===== src/rtl/btb_pkg.sv =====
package btb_pkg;
  typedef enum logic [1:0] {
    WR_NONE  = 2'd0,
    WR_FILL  = 2'd1,
    WR_CLEAR = 2'd2
  } wr_cmd_t;

  localparam int unsigned INSN_BYTES = 4;
  localparam int unsigned OFFS_W     = 2;
endpackage


===== src/rtl/btb_store.sv =====
module btb_store
  import btb_pkg::*;
#(
  parameter int unsigned IDX_W = 4,
  parameter int unsigned TAG_W = 26,
  parameter int unsigned PC_W  = 32
) (
  input  logic             clk,
  input  logic             rst,
  // lookup read port
  input  logic [IDX_W-1:0] rd0_idx,
  output logic             rd0_valid,
  output logic [TAG_W-1:0] rd0_tag,
  output logic [PC_W-1:0]  rd0_tgt,
  // resolve read port
  input  logic [IDX_W-1:0] rd1_idx,
  output logic             rd1_valid,
  output logic [TAG_W-1:0] rd1_tag,
  // single write port
  input  wr_cmd_t          wr_cmd,
  input  logic [IDX_W-1:0] wr_idx,
  input  logic [TAG_W-1:0] wr_tag,
  input  logic [PC_W-1:0]  wr_tgt
);
  localparam int unsigned DEPTH = 1 << IDX_W;

  // valid bits live in flops so that reset can clear them in one cycle
  logic [DEPTH-1:0] vld_q;
  // tag and target arrays have no reset, so they map to distributed RAM
  logic [TAG_W-1:0] tag_mem [DEPTH];
  logic [PC_W-1:0]  tgt_mem [DEPTH];

  always_ff @(posedge clk) begin
    if (rst) begin
      vld_q <= '0;
    end else begin
      case (wr_cmd)
        WR_FILL:  vld_q[wr_idx] <= 1'b1;
        WR_CLEAR: vld_q[wr_idx] <= 1'b0;
        default:  ;
      endcase
    end
  end

  always_ff @(posedge clk) begin
    if (wr_cmd == WR_FILL) begin
      tag_mem[wr_idx] <= wr_tag;
      tgt_mem[wr_idx] <= wr_tgt;
    end
  end

  // asynchronous reads: results are ready within the fetch cycle
  assign rd0_valid = vld_q[rd0_idx];
  assign rd0_tag   = tag_mem[rd0_idx];
  assign rd0_tgt   = tgt_mem[rd0_idx];
  assign rd1_valid = vld_q[rd1_idx];
  assign rd1_tag   = tag_mem[rd1_idx];
endmodule


===== src/rtl/btb_lookup.sv =====
module btb_lookup
  import btb_pkg::*;
#(
  parameter int unsigned IDX_W = 4,
  parameter int unsigned TAG_W = 26,
  parameter int unsigned PC_W  = 32
) (
  input  logic             fetch_valid,
  input  logic [PC_W-1:0]  fetch_pc,
  output logic [IDX_W-1:0] rd_idx,
  input  logic             rd_valid,
  input  logic [TAG_W-1:0] rd_tag,
  input  logic [PC_W-1:0]  rd_tgt,
  output logic             hit,
  output logic [PC_W-1:0]  next_pc
);
  logic [TAG_W-1:0] pc_tag;
  logic [PC_W-1:0]  seq_pc;

  assign rd_idx  = fetch_pc[OFFS_W +: IDX_W];
  assign pc_tag  = fetch_pc[OFFS_W+IDX_W +: TAG_W];
  assign seq_pc  = fetch_pc + PC_W'(INSN_BYTES);

  always_comb begin
    hit     = fetch_valid && rd_valid && (rd_tag == pc_tag);
    next_pc = hit ? rd_tgt : seq_pc;
  end
endmodule


===== src/rtl/btb_resolve.sv =====
module btb_resolve
  import btb_pkg::*;
#(
  parameter int unsigned IDX_W = 4,
  parameter int unsigned TAG_W = 26,
  parameter int unsigned PC_W  = 32
) (
  input  logic             clk,
  input  logic             rst,
  input  logic             upd_valid,
  input  logic [PC_W-1:0]  upd_pc,
  input  logic             upd_taken,
  input  logic [PC_W-1:0]  upd_target,
  input  logic             upd_pred_hit,
  input  logic [PC_W-1:0]  upd_pred_pc,
  output logic [IDX_W-1:0] rd_idx,
  input  logic             rd_valid,
  input  logic [TAG_W-1:0] rd_tag,
  output wr_cmd_t          wr_cmd,
  output logic [IDX_W-1:0] wr_idx,
  output logic [TAG_W-1:0] wr_tag,
  output logic [PC_W-1:0]  wr_tgt,
  output logic             mispredict,
  output logic [PC_W-1:0]  redirect_pc
);
  logic [PC_W-1:0] actual_pc;
  logic            wrong_tgt;
  logic            own_entry;
  logic            miss_q;
  logic [PC_W-1:0] redir_q;

  assign rd_idx = upd_pc[OFFS_W +: IDX_W];
  assign wr_idx = rd_idx;
  assign wr_tag = upd_pc[OFFS_W+IDX_W +: TAG_W];
  assign wr_tgt = upd_target;

  always_comb begin
    actual_pc = upd_taken ? upd_target : (upd_pc + PC_W'(INSN_BYTES));
    wrong_tgt = (upd_pred_pc != upd_target);
    own_entry = rd_valid && (rd_tag == wr_tag);
    wr_cmd    = WR_NONE;
    if (upd_valid) begin
      if (upd_taken) begin
        if (!upd_pred_hit || wrong_tgt) wr_cmd = WR_FILL;
      end else if (upd_pred_hit && own_entry) begin
        wr_cmd = WR_CLEAR;
      end
    end
  end

  always_ff @(posedge clk) begin
    if (rst) begin
      miss_q  <= 1'b0;
      redir_q <= '0;
    end else begin
      miss_q  <= upd_valid && (actual_pc != upd_pred_pc);
      redir_q <= actual_pc;
    end
  end

  assign mispredict  = miss_q;
  assign redirect_pc = redir_q;
endmodule


===== src/rtl/btb_top.sv =====
module btb_top
  import btb_pkg::*;
#(
  parameter int unsigned PC_W  = 32,
  parameter int unsigned IDX_W = 4
) (
  input  logic            clk,
  input  logic            rst,
  input  logic            fetch_valid,
  input  logic [PC_W-1:0] fetch_pc,
  output logic            pred_hit,
  output logic [PC_W-1:0] fetch_next_pc,
  input  logic            upd_valid,
  input  logic [PC_W-1:0] upd_pc,
  input  logic            upd_taken,
  input  logic [PC_W-1:0] upd_target,
  input  logic            upd_pred_hit,
  input  logic [PC_W-1:0] upd_pred_pc,
  output logic            mispredict,
  output logic [PC_W-1:0] redirect_pc
);
  localparam int unsigned TAG_W = PC_W - IDX_W - OFFS_W;

  logic [IDX_W-1:0] rd0_idx, rd1_idx, wr_idx;
  logic             rd0_valid, rd1_valid;
  logic [TAG_W-1:0] rd0_tag, rd1_tag, wr_tag;
  logic [PC_W-1:0]  rd0_tgt, wr_tgt;
  wr_cmd_t          wr_cmd;

  btb_store #(.IDX_W(IDX_W), .TAG_W(TAG_W), .PC_W(PC_W)) u_store (
    .clk       (clk),
    .rst       (rst),
    .rd0_idx   (rd0_idx),
    .rd0_valid (rd0_valid),
    .rd0_tag   (rd0_tag),
    .rd0_tgt   (rd0_tgt),
    .rd1_idx   (rd1_idx),
    .rd1_valid (rd1_valid),
    .rd1_tag   (rd1_tag),
    .wr_cmd    (wr_cmd),
    .wr_idx    (wr_idx),
    .wr_tag    (wr_tag),
    .wr_tgt    (wr_tgt)
  );

  btb_lookup #(.IDX_W(IDX_W), .TAG_W(TAG_W), .PC_W(PC_W)) u_lookup (
    .fetch_valid (fetch_valid),
    .fetch_pc    (fetch_pc),
    .rd_idx      (rd0_idx),
    .rd_valid    (rd0_valid),
    .rd_tag      (rd0_tag),
    .rd_tgt      (rd0_tgt),
    .hit         (pred_hit),
    .next_pc     (fetch_next_pc)
  );

  btb_resolve #(.IDX_W(IDX_W), .TAG_W(TAG_W), .PC_W(PC_W)) u_resolve (
    .clk          (clk),
    .rst          (rst),
    .upd_valid    (upd_valid),
    .upd_pc       (upd_pc),
    .upd_taken    (upd_taken),
    .upd_target   (upd_target),
    .upd_pred_hit (upd_pred_hit),
    .upd_pred_pc  (upd_pred_pc),
    .rd_idx       (rd1_idx),
    .rd_valid     (rd1_valid),
    .rd_tag       (rd1_tag),
    .wr_cmd       (wr_cmd),
    .wr_idx       (wr_idx),
    .wr_tag       (wr_tag),
    .wr_tgt       (wr_tgt),
    .mispredict   (mispredict),
    .redirect_pc  (redirect_pc)
  );
endmodule


===== config.mk =====
export PLATFORM = sky130hd
export DESIGN_NAME = btb_top
export DESIGN_NICKNAME = d
export VERILOG_FILES = /design/src/rtl/btb_pkg.sv /design/src/rtl/btb_store.sv /design/src/rtl/btb_lookup.sv /design/src/rtl/btb_resolve.sv /design/src/rtl/btb_top.sv
export SDC_FILE = /design/constraint.sdc
export NUM_CORES = 1
export LEC_CHECK = 0
export BUFFER_PORTS_ARGS = -buffer_cell sky130_fd_sc_hd__buf_2
export CAP_MARGIN = 20
export CORE_ASPECT_RATIO = 1.1
export CORE_UTILIZATION = 29
export CTS_CLUSTER_SIZE = 8
export DETAILED_ROUTE_END_ITERATION = 8
export PLACE_DENSITY = 0.48
export SKIP_LAST_GASP = 1
export SYNTH_ARGS = -nofsm -noshare
export SYNTH_HDL_FRONTEND = slang
export SYNTH_SLANG_ARGS = --single-unit
export TNS_END_PERCENT = 100

===== constraint.sdc =====
create_clock -name clk -period 9.15 [get_ports clk]
set_clock_uncertainty 0.2 [all_clocks]
set_input_delay 1.3725 -clock clk [delete_from_list [all_inputs] [get_ports clk]]
set_output_delay 1.3725 -clock clk [all_outputs]
set_load 0.005 [all_outputs]

==> results of run 1 <==
## worst min-delay path, stage by stage, from the launching register on
cell,delay [ns]
dfxtp_1,0.33
nor2_1,0.10
a211oi_1,0.05
## cell usage in the layout, fill, tap and decap left out, types with 9 or more instances in the layout
cell	count
xnor2_1	92
edfxtp_1	928
a22oi_1	12
nand4_1	26
nor4_1	12
nor2_4	15
a311oi_1	18
a21oi_1	48
mux4_2	405
nor3_1	29
nor2b_1	13
buf_2	195
clkbuf_16	141
nor2_1	71
and3_1	10
o21ai_0	13
buf_4	73
inv_1	27
mux2i_1	39
nand3_1	33
clkbuf_1	44
mux2_4	29
buf_12	9
nand2_1	52
xor2_1	62
dfxtp_1	49
## area by class of cell
type,instances,area share
flip-flops and latches,977,0.561
multi-input cells,1098,0.277
clock buffers,187,0.0724
well taps,1963,0.0478
repair buffers,280,0.0340
clock inverters,15,0.00560
inverters,28,0.00207
diodes,5,0.000243
## where the power goes
group	total (mW)	internal (mW)	switching (mW)
combinational	0.873	0.341	0.533
clock	4.78	2.83	1.94
sequential	4.98	4.96	0.0194
## metal layers
metal | vias to the layer above | GRT usage | part of all wire
met5 | - | 0 | 0.00085
met4 | 22 | 0.0498 | 0.023
met3 | 228 | 0.0448 | 0.081
met2 | 1251 | 0.307 | 0.47
met1 | 13600 | 0.271 | 0.43
li1 | 9971 | - | -
## sequential cells by signal (all words and copies together) (netlist names), named ones only
signal and flops:
u_store.tgt_mem 512, u_store.tag_mem 416, u_resolve.redirect_pc 32, u_resolve.mispredict 1
## worst max path at each step
stage	startpoint	endpoint	slack, ns
after floorplan	upd_pc[2]	u_store.tag_mem[5][0]	2.04
after global placement	fetch_pc[3]	fetch_next_pc[31]	1.75
after detailed placement	fetch_pc[3]	fetch_next_pc[31]	1.68
after CTS	fetch_pc[3]	fetch_next_pc[31]	1.68
after global routing	fetch_pc[3]	fetch_next_pc[31]	1.54
final	fetch_pc[3]	fetch_next_pc[31]	1.59
## metrics by stage
| step | util | cell area, sq um |
|---|---|---|
| 2_1_floorplan | - | 43700 |
| 3_3_place_gp | 0.316 | 47400 |
| 3_5_place_dp | 0.316 | 47400 |
| 4_1_cts | 0.343 | 51400 |
| 5_1_grt | 0.343 | 51400 |
| 6_report | 0.343 | 51400 |
## Yosys cell counts, types with 11 or more instances
cell type	number	area share
nor2b_1	13	0.0019
a21oi_1	48	0.0055
o21ai_0	13	0.0015
nor4_1	12	0.0017
mux2_4	29	0.010
xnor2_1	92	0.018
mux4_2	405	0.21
a22oi_1	12	0.0021
inv_1	28	0.0024
nand3_1	33	0.0038
buf_1	41	0.0035
xor2_1	62	0.012
mux2i_1	39	0.0089
nand2_1	52	0.0045
nor3_1	29	0.0033
clkbuf_1	62	0.0053
a311oi_1	18	0.0036
edfxtp_1	928	0.64
and3_1	11	0.0016
nand4_1	26	0.0037
nor2_1	86	0.0074
dfxtp_1	49	0.022
buf_2	24	0.0027
## cells by family (layout without fill, tap and decap cells)
family                   count (synthesis)  in the layout  synth area share
flip-flops                             977            977             0.659
multiplexers                           475            475             0.228
AND/OR/NAND/NOR                        298            298            0.0344
buffers and inverters                  173            510            0.0183
AO/OA/AOI/OAI                          163            163            0.0266
XOR/XNOR                               155            155            0.0313
adder cells (fa/ha/maj)                  7              7           0.00200
other                                    0              5                 0
==> flow_metrics.env, run 1 <==
export IMPL_synth_cell_types=72
export IMPL_r2r_start="u_store.tag_mem[14][7]"
export IMPL_io_buffers=199
export IMPL_syn_nets=2389
export IMPL_vias_per_cell=5.51
export IMPL_coreArea_sq_um=150000
export IMPL_drtPass1Iterations=5
export IMPL_max_slew_margin_rel=0.285
export IMPL_slowest_delay_ns=0.80
export IMPL_crit_type="in2out"
export IMPL_wl_per_cell_um=32.6
export IMPL_grt_pass1_vias=26200
export IMPL_start_util=0.292
export IMPL_setup_ws_ns=1.59
export IMPL_power_density_nw_per_um2=207
export IMPL_yosys_warnings=0
export IMPL_synthArstFlopShare=0
export IMPL_p_leak_nw=16.3
export IMPL_synth_seq_area_share=0.659
export IMPL_drive_gt1_frac=0.347
export IMPL_fin_crit_sh=0.827
export IMPL_die_area_sq_um=152000
export IMPL_cts_tree="built"
export IMPL_place_ws_ns=1.68
export IMPL_overflow=0
export IMPL_dp_hpwl_um=94800
export IMPL_grt_start_max_net_pins=63
export IMPL_antenna_found_initial=26
export IMPL_gp_congestion=0.953
export IMPL_reg2reg_depth=11
export IMPL_slew_viol_final=0
export IMPL_tightest_slew_ns=1.07
export IMPL_drv_cap=0
export IMPL_cts_sinks=977
export IMPL_path_cells="buf_8 -> buf_4 -> buf_4 -> mux4_2 -> mux4_2 -> xnor2_1 -> nand3_1 -> nor4_4 -> buf_12 -> mux2_2 -> buf_2"
export IMPL_cts_root_buf="clkbuf_16"
export IMPL_setup_viol=0
export IMPL_synth_edff_count=928
export IMPL_post_cts_setup_buffers=0
export IMPL_clk_insertion_delay_late_ns=0.77
export IMPL_routed_wl_um=149000
export IMPL_status="completed"
export IMPL_peakVddDrop_mv=0.181
export IMPL_hold_viol_final=0
export IMPL_crit_arrival_ns=5.99
export IMPL_cts_buffers=140
export IMPL_multi_input_area_sq_um=14200
export IMPL_clk_pin_slew_ns=0.05
export IMPL_cp_required_ns=7.58
export IMPL_areaGrowthSynthToFinish_pct=17.5
export IMPL_nFillCells=14100
export IMPL_ctsHoldBuffers=0
export IMPL_clockBufferDepth=3
export IMPL_mappedNetlistArea_sq_um=43700
export IMPL_start_kind="input port"
export IMPL_synth_seq_cells=977
export IMPL_max_freq_mhz=132
export IMPL_hold_slack_ns=0.331
export IMPL_seq_area_sq_um=28800
export IMPL_path_depth=11
export IMPL_hp_class="reg2reg"
export IMPL_grt_usage=0.195
export IMPL_h_tree_depth=4
export IMPL_worst_path_buf_inv=5
export IMPL_setup_tns_ns=0
export IMPL_num_vias=25100
export IMPL_post_place_cells=4345
export IMPL_crit_path_end_kind="primary output"
export IMPL_crit_path_top_delay_cell="nor4_4"
export IMPL_p_total_mw=10.6
export IMPL_pin_count=200
export IMPL_critPathMaxFanout=62
export IMPL_crit_family="buffers and inverters"
export IMPL_synthCells=2248
export IMPL_stdcell_count=4553
export IMPL_die_y_um=409
export IMPL_grt_pass1_wl_um=207000
export IMPL_die_w_um=372
export IMPL_drt_iter0_markers=2832
export IMPL_ant_nets=0
export IMPL_post_cts_resized=0
export IMPL_final_nets=2666
export IMPL_avgSynthCellArea_sq_um=19.5
export IMPL_rsz0062_at_grt="false"
export IMPL_postSynth_topFlopCell="edfxtp_1"
export IMPL_min_period_ns=7.56
export IMPL_rows=149
export IMPL_drc=0
export IMPL_hold_path_cell_count=2
export IMPL_r2r_end="u_store.tag_mem[12][24]"
export IMPL_r2r_setup_slack_ns=4.19
Power figures use the tool's default switching activity.
==> run 2, diff against run 1 <==
Clock period 9.15 ns to 7.4 ns, I/O delays scaled along.
==> flow_metrics.env, run 2 (synthesis gave the netlist of run 1 again) <==
export IMPL_reg2reg_depth=11
export IMPL_coreArea_sq_um=150000
export IMPL_wl_per_cell_um=33.1
export IMPL_gp_congestion=0.917
export IMPL_clockBufferDepth=3
export IMPL_p_sw_mw=3.06
export IMPL_post_cts_setup_buffers=0
export IMPL_dpl_instance_area_sq_um=47500
export IMPL_min_period_ns=6.36
export IMPL_drive_gt1_frac=0.351
export IMPL_largest_register="u_store.tgt_mem"
export IMPL_crit_path_end_kind="primary output"
export IMPL_setup_viol=0
export IMPL_hold_path_cell_count=2
export IMPL_r2r_setup_slack_ns=2.69
export IMPL_cp_required_ns=6.09
export IMPL_grt_pass1_vias=26000
export IMPL_pin_count=200
export IMPL_max_freq_mhz=157
export IMPL_die_y_um=409
export IMPL_fin_crit_sh=0.859
export IMPL_drt_iter0_markers=3135
export IMPL_r2r_end="u_store.tgt_mem[6][21]"
export IMPL_r2r_start="u_store.tag_mem[7][20]"
export IMPL_largest_reg_flops=512
export IMPL_peakVddDrop_mv=0.235
export IMPL_dp_hpwl_um=96900
export IMPL_clk_pin_slew_ns=0.05
export IMPL_num_vias=25300
export IMPL_hp_class="reg2reg"
export IMPL_vias_per_cell=5.56
export IMPL_clockPowerShare=0.447
export IMPL_p_total_mw=13.1
export IMPL_crit_type="in2out"
export IMPL_grt_start_max_net_pins=59
export IMPL_cts_tree="built"
export IMPL_routed_wl_um=150000
export IMPL_seq_power_share=0.470
export IMPL_stdcell_area_sq_um=51500
export IMPL_final_common_cell="edfxtp_1"
export IMPL_setup_ws_ns=1.04
export IMPL_antenna_found_initial=23
export IMPL_cts_sinks=977
export IMPL_die_w_um=372
export IMPL_post_cts_resized=0
export IMPL_hold_slack_ns=0.325
export IMPL_final_core_util=0.344
export IMPL_slew_viol_final=0
export IMPL_power_density_nw_per_um2=254
export IMPL_swShare=0.234
export IMPL_start_util=0.292
export IMPL_status="completed"
export IMPL_final_nets=2669
export IMPL_grt_pass1_wl_um=209000
export IMPL_io_buffers=199
export IMPL_die_area_sq_um=152000
export IMPL_drtPass1Iterations=6
export IMPL_start_kind="input port"
export IMPL_rsz0062_at_grt="false"
export IMPL_grt_usage=0.198
export IMPL_post_place_cells=4348
export IMPL_drv_cap=0
export IMPL_place_ws_ns=1.05
export IMPL_areaGrowthSynthToFinish_pct=17.7
export IMPL_p_leak_nw=16.4
export IMPL_cts_buffers=141
export IMPL_max_slew_margin_rel=0.233
export IMPL_final_cell_mix="928 x edfxtp_1, 405 x mux4_2, 194 x buf_2"
export IMPL_overflow=0
export IMPL_h_tree_depth=4
export IMPL_p_int_mw=10.0
export IMPL_critPathMaxFanout=49
export IMPL_crit_arrival_ns=5.05
export IMPL_ctsHoldBuffers=0
export IMPL_drc=0
export IMPL_stdcell_count=4544
export IMPL_clk_insertion_delay_late_ns=0.78
export IMPL_hold_viol_final=0
export IMPL_setup_tns_ns=0
export IMPL_cts_root_buf="clkbuf_16"
export IMPL_combPwrFrac=0.083
export IMPL_tightest_slew_ns=1.15
export IMPL_ant_nets=0
export IMPL_rows=149
==> run 2: cell types whose count changed in the layout (fill, tap and decap cells not counted), sizes merged <==
cell    before  now
clkbuf     188  176
buf        279  281
inv         32   34
diode        5    4
==> run 2: worst max-delay path: stages <==
cell and delay (ns):
buf_8 0.44, buf_12 0.28, mux4_2 0.51, mux2i_1 0.29
xor2_1 0.23, o2111ai_1 0.20, a311oi_1 0.36, nand4_1 0.25
nor4_4 0.35, buf_12 0.27, mux2_2 0.38, buf_2 0.13
==> run 2: layer usage <==
layer  vias to the layer above  part of all wire  routed length [um]  track usage
li1                       9984                 -                   -            -
met1                     13700              0.43               64600        0.280
met2                      1301              0.46               69100        0.302
met3                       229             0.087               13000       0.0475
met4                        24             0.024                3560       0.0540
met5                         -           0.00099                 149            0
==> run 2: how the worst max path moves through the flow <==
stage	start	end	slack (ns)	depth (start not counted)
final	fetch_pc[2]	fetch_next_pc[31]	1.04	12
after global routing	fetch_pc[3]	fetch_next_pc[31]	0.96	13
after CTS	fetch_pc[2]	fetch_next_pc[31]	1.09	12
after detailed placement	upd_pc[2]	u_store.tgt_mem[6][18]	1.05	13
after global placement	fetch_pc[4]	fetch_next_pc[31]	0.80	11
after floorplan	upd_pc[2]	u_store.tag_mem[5][0]	0.55	12
==> run 2: final cells by class <==
cell class / instances / area, sq um
clock buffer: 175 / 3680
timing repair buffer: 282 / 1900
antenna: 4 / 10.0
sequential: 977 / 28800
clock inverter: 17 / 280
inverter: 28 / 106
multi-input combinational: 1098 / 14200
fill: 14100 / 98400
tap: 1963 / 2460
==> run 2: power by group through the flow <==
stage	Combinational (mW)	Sequential (mW)	Clock [mW]
after global routing	1.14	6.16	6.19
after floorplan	0.593	6.26	0
after global placement	1.08	6.26	0
final	1.08	6.16	5.86
after detailed placement	1.09	6.27	0
after CTS	1.09	6.16	5.99
